--- config.mk ---
export PLATFORM = sky130hd
export DESIGN_NAME = sonet_frame_aligner
export DESIGN_NICKNAME = d
export VERILOG_FILES = /design/src/rtl/sfd_pkg.sv /design/src/rtl/sfd_bit_window.sv /design/src/rtl/sfd_hdr_match.sv /design/src/rtl/sfd_byte_phase.sv /design/src/rtl/sfd_out_stage.sv /design/src/rtl/sonet_frame_aligner.sv
export SDC_FILE = /design/constraint.sdc
export NUM_CORES = 1
export LEC_CHECK = 0
export BUFFER_PORTS_ARGS = -buffer_cell sky130_fd_sc_hd__buf_2
export CAP_MARGIN = 25
export CELL_PAD_IN_SITES_DETAIL_PLACEMENT = 1
export CELL_PAD_IN_SITES_GLOBAL_PLACEMENT = 1
export CORE_MARGIN = 2
export CORE_UTILIZATION = 47
export DETAILED_ROUTE_END_ITERATION = 7
export PLACE_DENSITY = 0.8
export SYNTH_ARGS = -nofsm -noshare
export SYNTH_HDL_FRONTEND = slang
export SYNTH_HIERARCHICAL = 1
export SYNTH_SLANG_ARGS = --single-unit
--- constraint.sdc ---
create_clock -name clk -period 2.9 [get_ports clk]
set_clock_uncertainty 0.15 [all_clocks]
set_input_delay 0.29 -clock clk [delete_from_list [all_inputs] [get_ports clk]]
set_output_delay 0.29 -clock clk [all_outputs]
set_load 0.01 [all_outputs]
--- src/rtl/sfd_pkg.sv ---
// Package: shared constants and helpers for the frame aligner.
// Assumes byte-oriented framing with equal counts of A1 and A2 bytes.
package sfd_pkg;
    localparam int unsigned BYTE_W_DEF = 8;
    localparam int unsigned HDR_N_DEF  = 3;
    localparam logic [7:0]  A1_DEF     = 8'hF6;
    localparam logic [7:0]  A2_DEF     = 8'h28;
endpackage

--- src/rtl/sfd_bit_window.sv ---
// Sliding window of the most recent WIN_W line bits.
// Newest bit enters at bit 0, so the oldest bit sits at the MSB.
module sfd_bit_window #(
    parameter int unsigned WIN_W = 48
) (
    input  logic             clk,
    input  logic             rst_n,
    input  logic             bit_i,
    output logic [WIN_W-1:0] win_o
);
    // Shift one bit per clock; cleared by reset.
    always_ff @(posedge clk) begin
        if (!rst_n) win_o <= '0;
        else        win_o <= {win_o[WIN_W-2:0], bit_i};
    end
endmodule

--- src/rtl/sfd_hdr_match.sv ---
// Compares the bit window against HDR_N A1 bytes followed by HDR_N A2 bytes.
// Assumes the window width equals 2*HDR_N*BYTE_W.
module sfd_hdr_match #(
    parameter int unsigned BYTE_W = 8,
    parameter int unsigned HDR_N  = 3,
    parameter logic [BYTE_W-1:0] A1_VAL = 8'hF6,
    parameter logic [BYTE_W-1:0] A2_VAL = 8'h28,
    localparam int unsigned PAT_W = 2*HDR_N*BYTE_W
) (
    input  logic [PAT_W-1:0] win_i,
    output logic             hit_o
);
    logic [PAT_W-1:0] pattern;

    // Build the header pattern, oldest byte in the top slice.
    for (genvar g = 0; g < 2*HDR_N; g++) begin : g_pat
        if (g < HDR_N) begin : g_a1
            assign pattern[PAT_W-1-g*BYTE_W -: BYTE_W] = A1_VAL;
        end else begin : g_a2
            assign pattern[PAT_W-1-g*BYTE_W -: BYTE_W] = A2_VAL;
        end
    end

    // Full-width compare at the current bit offset.
    assign hit_o = (win_i == pattern);
endmodule

--- src/rtl/sfd_byte_phase.sv ---
// Byte phase counter: ticks every BYTE_W clocks, restarts on realign.
// Assumes realign_i is already qualified by the out-of-frame level.
module sfd_byte_phase #(
    parameter int unsigned BYTE_W = 8,
    localparam int unsigned CNT_W = (BYTE_W > 1) ? $clog2(BYTE_W) : 1
) (
    input  logic clk,
    input  logic rst_n,
    input  logic realign_i,
    output logic tick_o
);
    logic [CNT_W-1:0] cnt;

    assign tick_o = realign_i || (cnt == CNT_W'(BYTE_W-1));

    // Count bits since the last byte capture.
    always_ff @(posedge clk) begin
        if (!rst_n)      cnt <= '0;
        else if (tick_o) cnt <= '0;
        else             cnt <= cnt + 1'b1;
    end
endmodule

--- src/rtl/sfd_out_stage.sv ---
// Output registers: captures the aligned byte, its strobe and the frame flag.
// Assumes byte_i is the newest BYTE_W bits of the window.
module sfd_out_stage #(
    parameter int unsigned BYTE_W = 8
) (
    input  logic              clk,
    input  logic              rst_n,
    input  logic              tick_i,
    input  logic              realign_i,
    input  logic              oof_i,
    input  logic [BYTE_W-1:0] byte_i,
    output logic [BYTE_W-1:0] byte_o,
    output logic              vld_o,
    output logic              frame_o
);
    logic fp_q;

    // Capture the byte and raise the strobe on each tick.
    always_ff @(posedge clk) begin
        if (!rst_n) begin
            byte_o <= '0;
            vld_o  <= 1'b0;
        end else begin
            vld_o <= tick_i;
            if (tick_i) byte_o <= byte_i;
        end
    end

    // Frame flag lives for one byte period; dropped when out-of-frame is low.
    always_ff @(posedge clk) begin
        if (!rst_n)      fp_q <= 1'b0;
        else if (!oof_i) fp_q <= 1'b0;
        else if (tick_i) fp_q <= realign_i;
    end

    assign frame_o = fp_q && oof_i;
endmodule

--- src/rtl/sonet_frame_aligner.sv ---
// Top: serial-to-byte converter with header hunt and boundary realignment.
// Assumes one line bit per clk; oof_i is a synchronous level.
module sonet_frame_aligner #(
    parameter int unsigned BYTE_W = sfd_pkg::BYTE_W_DEF,
    parameter int unsigned HDR_N  = sfd_pkg::HDR_N_DEF,
    parameter logic [BYTE_W-1:0] A1_VAL = sfd_pkg::A1_DEF,
    parameter logic [BYTE_W-1:0] A2_VAL = sfd_pkg::A2_DEF
) (
    input  logic              clk,
    input  logic              rst_n,
    input  logic              oof_i,
    input  logic              ser_bit_i,
    output logic [BYTE_W-1:0] byte_o,
    output logic              byte_vld_o,
    output logic              frame_pulse_o
);
    localparam int unsigned WIN_W = 2*HDR_N*BYTE_W;

    logic [WIN_W-1:0] win;
    logic             hit;
    logic             realign;
    logic             tick;

    sfd_bit_window #(.WIN_W(WIN_W)) u_win (
        .clk(clk), .rst_n(rst_n), .bit_i(ser_bit_i), .win_o(win)
    );

    sfd_hdr_match #(
        .BYTE_W(BYTE_W), .HDR_N(HDR_N), .A1_VAL(A1_VAL), .A2_VAL(A2_VAL)
    ) u_match (
        .win_i(win), .hit_o(hit)
    );

    // Realignment is allowed only while out-of-frame is high.
    assign realign = hit && oof_i;

    sfd_byte_phase #(.BYTE_W(BYTE_W)) u_phase (
        .clk(clk), .rst_n(rst_n), .realign_i(realign), .tick_o(tick)
    );

    sfd_out_stage #(.BYTE_W(BYTE_W)) u_out (
        .clk(clk), .rst_n(rst_n), .tick_i(tick), .realign_i(realign),
        .oof_i(oof_i), .byte_i(win[BYTE_W-1:0]),
        .byte_o(byte_o), .vld_o(byte_vld_o), .frame_o(frame_pulse_o)
    );
endmodule

---- Yosys cells after proc, flatten, opt, wreduce, memory -nomap -nowiden ----
Cells that the tools add are included.
cells by class
  add/subtract/negate cells ............... 1
  eq/ne operators ......................... 2
  bitwise logic cells ..................... 1
  reduce and logical (&&, ||, !) cells .... 5
operators with widths
  kind                                          number
  equality test 48 bit (second input constant)  1
  adder 3 x 1 -> 3 bit (second input constant)  1
  equality test 3 bit (second input constant)   1
  logical AND 1 bit                             2
  AND reduction 2 bit                           1
  OR reduction 2 bit                            1
  logical OR 1 bit                              1
  inverter 1 bit                                1
word-level totals
  bits in registers ....................... 61
  input port bits ......................... 4
  output and inout bits ................... 10
  word-level logic and storage cells ...... 14

---- Longest topological paths before layout ----
  depth in word-level cells ............... 4
  depth in mapped cells ................... 8
  depth with buffers taken out ............ 7

---- Hierarchy ----
Netlist, hierarchy kept.
by module, submodules not included
  module               instances  cells an instance  area each (µm²)  sequential area each (µm²)
  sfd_bit_window       1          101                1,331.3          960.9
  sfd_out_stage        1          32                 372.9            200.2
  sfd_hdr_match        1          16                 137.6            0.0
  sfd_byte_phase       1          9                  131.4            60.1
  sonet_frame_aligner  1          1                  6.3              0.0

---- Worst setup path before layout ----
No wires, ideal clock.
  path kind ............................... flip-flop to flip-flop
  from .................................... register u_win.win_o[32]
  to ...................................... register u_out.byte_o[0]
  setup time .............................. 116 ps
  data arrival time ....................... 1,800 ps
  required time ........................... 2,634 ps
  path slack .............................. 834 ps
  cell stages (with the launch flop) ...... 9
  buffers on the path ..................... 1
  clock period less this slack ............ 2,066 ps
  cell sequence ........................... dfxtp_1 -> nand4b_1 -> or4_1 -> nor3_2 -> and2_1 -> or2_1 -> buf_6 -> mux2i_1 -> nor2b_1
between the ends
  longest elaborated chain between the ends .. 3
ends and longest elaborated chain
  what                      line                       source
  start: declaration        sfd_bit_window.sv:9        output logic [WIN_W-1:0] win_o
  start signal: assignment  sfd_bit_window.sv:14       else win_o <= {win_o[WIN_W-2:0], bit_i};
  equality test 48 bit      sfd_hdr_match.sv:25        assign hit_o = (win_i == pattern);
  net hit                   sonet_frame_aligner.sv:20  logic hit;
  logical AND 1 bit         sonet_frame_aligner.sv:35  assign realign = hit && oof_i;
  net realign               sonet_frame_aligner.sv:21  logic realign;
  logical OR 1 bit          sfd_byte_phase.sv:14       assign tick_o = realign_i || (cnt == CNT_W'(BYTE_W-1));
  net tick                  sonet_frame_aligner.sv:22  logic tick;
  end signal: assignment    sfd_out_stage.sv:25        if (tick_i) byte_o <= byte_i;
  end: declaration          sfd_out_stage.sv:12        output logic [BYTE_W-1:0] byte_o,
The timed path passes the listed nets, and every way through them passes these cells.
A chain may end at the register's enable or synchronous reset.

---- Worst setup path in the final report ----
  from .................................... register u_win.win_o[6]
  to ...................................... register u_out.byte_o[2]
The elaborated chain is that of the path after synthesis.

==> metrics.md <==
| Metric | Value |
|---|---|
| Met3 usage | around 7.3% |
| Ratio of cells with drive above 1 in the final layout | roughly 29% |
| Crit Path Max Fanout | 10 |
| Post-route setup TNS | 0 ns |
| Fmax | ~400 MHz |
| Grt met1 use | about a fifth |
| Crit share post-route | 86.43% |
| CTS Hold Bufs | 0 |
| Sequential share of power | 55.4% |
| Clk sink count | just over 60 |
| Clock buffer depth | 2 |
| Clk slew on worst S/H paths | about 0.060 ns |
| Num ports | 14 |
| First-pass GRT wire length | between 5000 and 6000 um |
| Synth area leaders | dfxtp_1 (62%), and2_1 (9.2%), and2_2 (8.3%), mux2i_1 (4.6%), nor4b_1 (2.7%) |
| Drt wl/cell | between 10 and 15 um |
| Crit path kind | reg -> reg |
| Via density per instance | ~4.8 |
| Post-route DRC | 0 |
| Register area share after synthesis | between 60% and 70% |
| Pre-antenna DRT Iters | 2 |
| DIE AREA | 4747 um^2 |
| CP Data Required Time | approximately 3 ns |
| DR vias | around 1100 |
| Relative slew slack | about 52% |
| Seq cells post-synth | 61 |
| Cell internal pwr | approximately 1200 uW |
| Top cell type's share of synthesized area | 61.69% |
| Vias in the first global route | 1169 |
| RSZ-0062 raised after global routing | false |
| GR Util All Layers | between 15 and 20% |
| Die Ht | 68.90 um |
| Postcts setup bufs | 0 |
| Nets@finish | between 150 and 200 |
| Clk root buf | clkbuf_8 |
| H-tree depth | 3 |
| Final min period | 2.507 ns |
| Tightest Hold Check Type | in -> reg |
| Hold depth | 2 |
| Max incr delay on CP | roughly 0.49 ns |
| PostCTS Resize Cnt | 0 |
| Insertion delay to the later sink of the worst-skew pair | about 0.32 ns |
| Grt total ovfl | 0 |
| Largest net degree at the start of global routing | a little over 60 |
| Max VDD drop | between 0.4 and 0.5 mV |
| # port buffers | 13 |
| Synthesis Warnings | 6 |
| Width of the die | ~70 um |
| Clock buffer count from CTS | 9 |
| Worst EP arrival | 2.56 ns |
| Clock power frac | a little over two fifths |
| Reg2Reg Depth | 7 |
| R2R Path Start | u_win/win_o[6] |
| Final ANT Viol Nets | 0 |
| Crit path launch type | flop |
| DP HPWL | 2361 um |
| Initial antenna violation count | 0 |
| Grt peak-use layer | met2 |
| Mapped Area | roughly 2000 um^2 |
| # rows | 23 |
| Number of diodes | 0 |
| Switching Power | roughly 300 uW |
| Status | complete, no violations |
| Worst path bufs/invs | 0 |
| Critical path capture point type | flop |
| Switching Share | roughly a fifth |
| Synthesized net count | roughly 170 |
| Final Setup Violations | 0 |
| CP max stage cell | nor4b_1 |
| Overall power | 1531 uW |
| Cell taking the most area after synthesis | dfxtp_1 |
| Yosys cell types | 19 |
| Max Slew Vio Count | 0 |
| Pleak | 0.0009032 uW |
| DRT iter0 DRCs | 61 |
| Core area | slightly above 4000 um^2 |
| Hold path endpoint | u_win/win_o[0] |
| Worst R2R Setup Slack | 0.39 ns |
| Synthesis-to-finish area growth | 12.64% |
| Beginning of the worst hold path | ser_bit_i |
| Power per cell area | 686.6 nW/um^2 |
| Final WL | approximately 3400 um |
| CTS tree | built |
| Initial core utilization | between 40% and 50% |
| M2 GR Usage | 27.28% |
| Gate Count Post-Synth | approximately 160 |
| GP Congestion | approximately 0.70 |
| Fin. Hold Viols | 0 |
| Combinational Power Share | under 10% |
| Worst reg2reg path endpoint | u_out/byte_o[2] |
| Max-cap violations | 0 |
| CP Cell Sequence | nor4b_1 -> nand4_1 -> nor3_2 -> and2_1 -> or2_1 -> mux2i_1 -> nor2b_1 |
| Syn avg cell area | between 10 and 15 um^2 |
| Critical path's top delay family | simple AND/OR/NAND/NOR gates |
| Worst-margin pin slew | slightly above 0.7 ns |
-- power groups by stage --
stage,Combinational (uW),Clock (uW),Sequential [uW]
floorplan,19.5,0,865
CTS,23.2,682,847
global route,25.9,727,847
global placement,21.1,0,865
finish,22.5,661,847
detailed placement,23.1,0,866
-- through the flow --
| stage | instance area, um^2 | utilization, % | setup slack, ns | hold slack, ns | cells |
|---|---|---|---|---|---|
| detailed placement | 2052 | 50.93 | 0.4086 | 0.2956 | 216 |
| floorplan | 1979 | - | 0.8340 | 0.2592 | 159 |
| global route | 2230 | 55.34 | 0.2397 | 0.03280 | 231 |
| global placement | 2052 | 50.93 | 0.4658 | 0.2801 | 216 |
| CTS | 2230 | 55.34 | 0.3999 | 0.03919 | 231 |
| finish | 2230 | 55.34 | 0.3935 | 0.05053 | 231 |
-- area by class of cell --
type                            instances  area (um^2)
Clock buffer                           14        172.7
Clock inverter                          1        5.005
Fill cell                             430         1799
Multi-Input combinational cell         92        703.2
Sequential cell                        61         1221
Tap cell                               50        62.56
Timing Repair Buffer                   13        65.06
-- worst register-to-register path, stage by stage (launching register included) --
cell	delay, ns
dfxtp_1	0.33
nor4b_1	0.49
nand4_1	0.21
nor3_2	0.17
and2_1	0.22
or2_1	0.46
mux2i_1	0.28
nor2b_1	0.07
-- kinds of logic (layout without fill, tap and decap cells) --
logic type,after synthesis,in the layout,share of synthesized area (%)
adder cells (fa/ha/maj),2,2,1.264
buffers and inverters,6,28,2.781
AND/OR/NAND/NOR,81,81,29.71
multiplexers,9,9,4.551
flip-flops,61,61,61.69
-- routing by layer --
layer | part of all wire, % | vias to the layer above
li1 | - | 561
met1 | 48 | 520
met2 | 47 | 12
met3 | 3.1 | 6
met4 | 1.8 | 0
met5 | 0 | -
-- state kept, by name, summed over array words and instances, names as in the netlist --
name,flops
u_out/byte_o,8
u_phase/cnt,3
u_out/vld_o,1
u_out/fp_q,1
u_win/win_o,48
-- worst max path at each step --
stage	slack, ns	from	depth (start not counted)	end
2_1_floorplan	0.83	u_win/win_o[32]	8	u_out/byte_o[0]
3_3_place_gp	0.47	u_win/win_o[32]	7	u_out/byte_o[4]
3_5_place_dp	0.41	u_win/win_o[32]	7	u_out/byte_o[2]
4_1_cts	0.40	u_win/win_o[32]	7	u_out/byte_o[2]
5_1_grt	0.24	u_win/win_o[6]	7	u_out/byte_o[7]
6_report	0.39	u_win/win_o[6]	7	u_out/byte_o[2]
-- synthesized netlist by cell type, drive strengths merged --
master and number:
dfxtp 61, and2 51, mux2i 9, nor2b 8, nor4b 7, buf 4
nand4b 4, and4b 2, and4bb 2, clkbuf 2, ha 2, nand4 2
nand2 1, nor2 1, nor3 1, or2 1, or4 1
-- layout by cell type, fill, tap and decap left out, drive strengths merged, types with 2 or more instances in the layout --
master / Yosys / routed
dfxtp: 61 / 61
and2: 51 / 51
clkbuf: 2 / 14
buf: 4 / 13
mux2i: 9 / 9
nor2b: 8 / 8
nor4b: 7 / 7
nand4b: 4 / 4
and4b: 2 / 2
nand4: 2 / 2
and4bb: 2 / 2
ha: 2 / 2
Note: power is estimated with default switching activity, not from simulation.
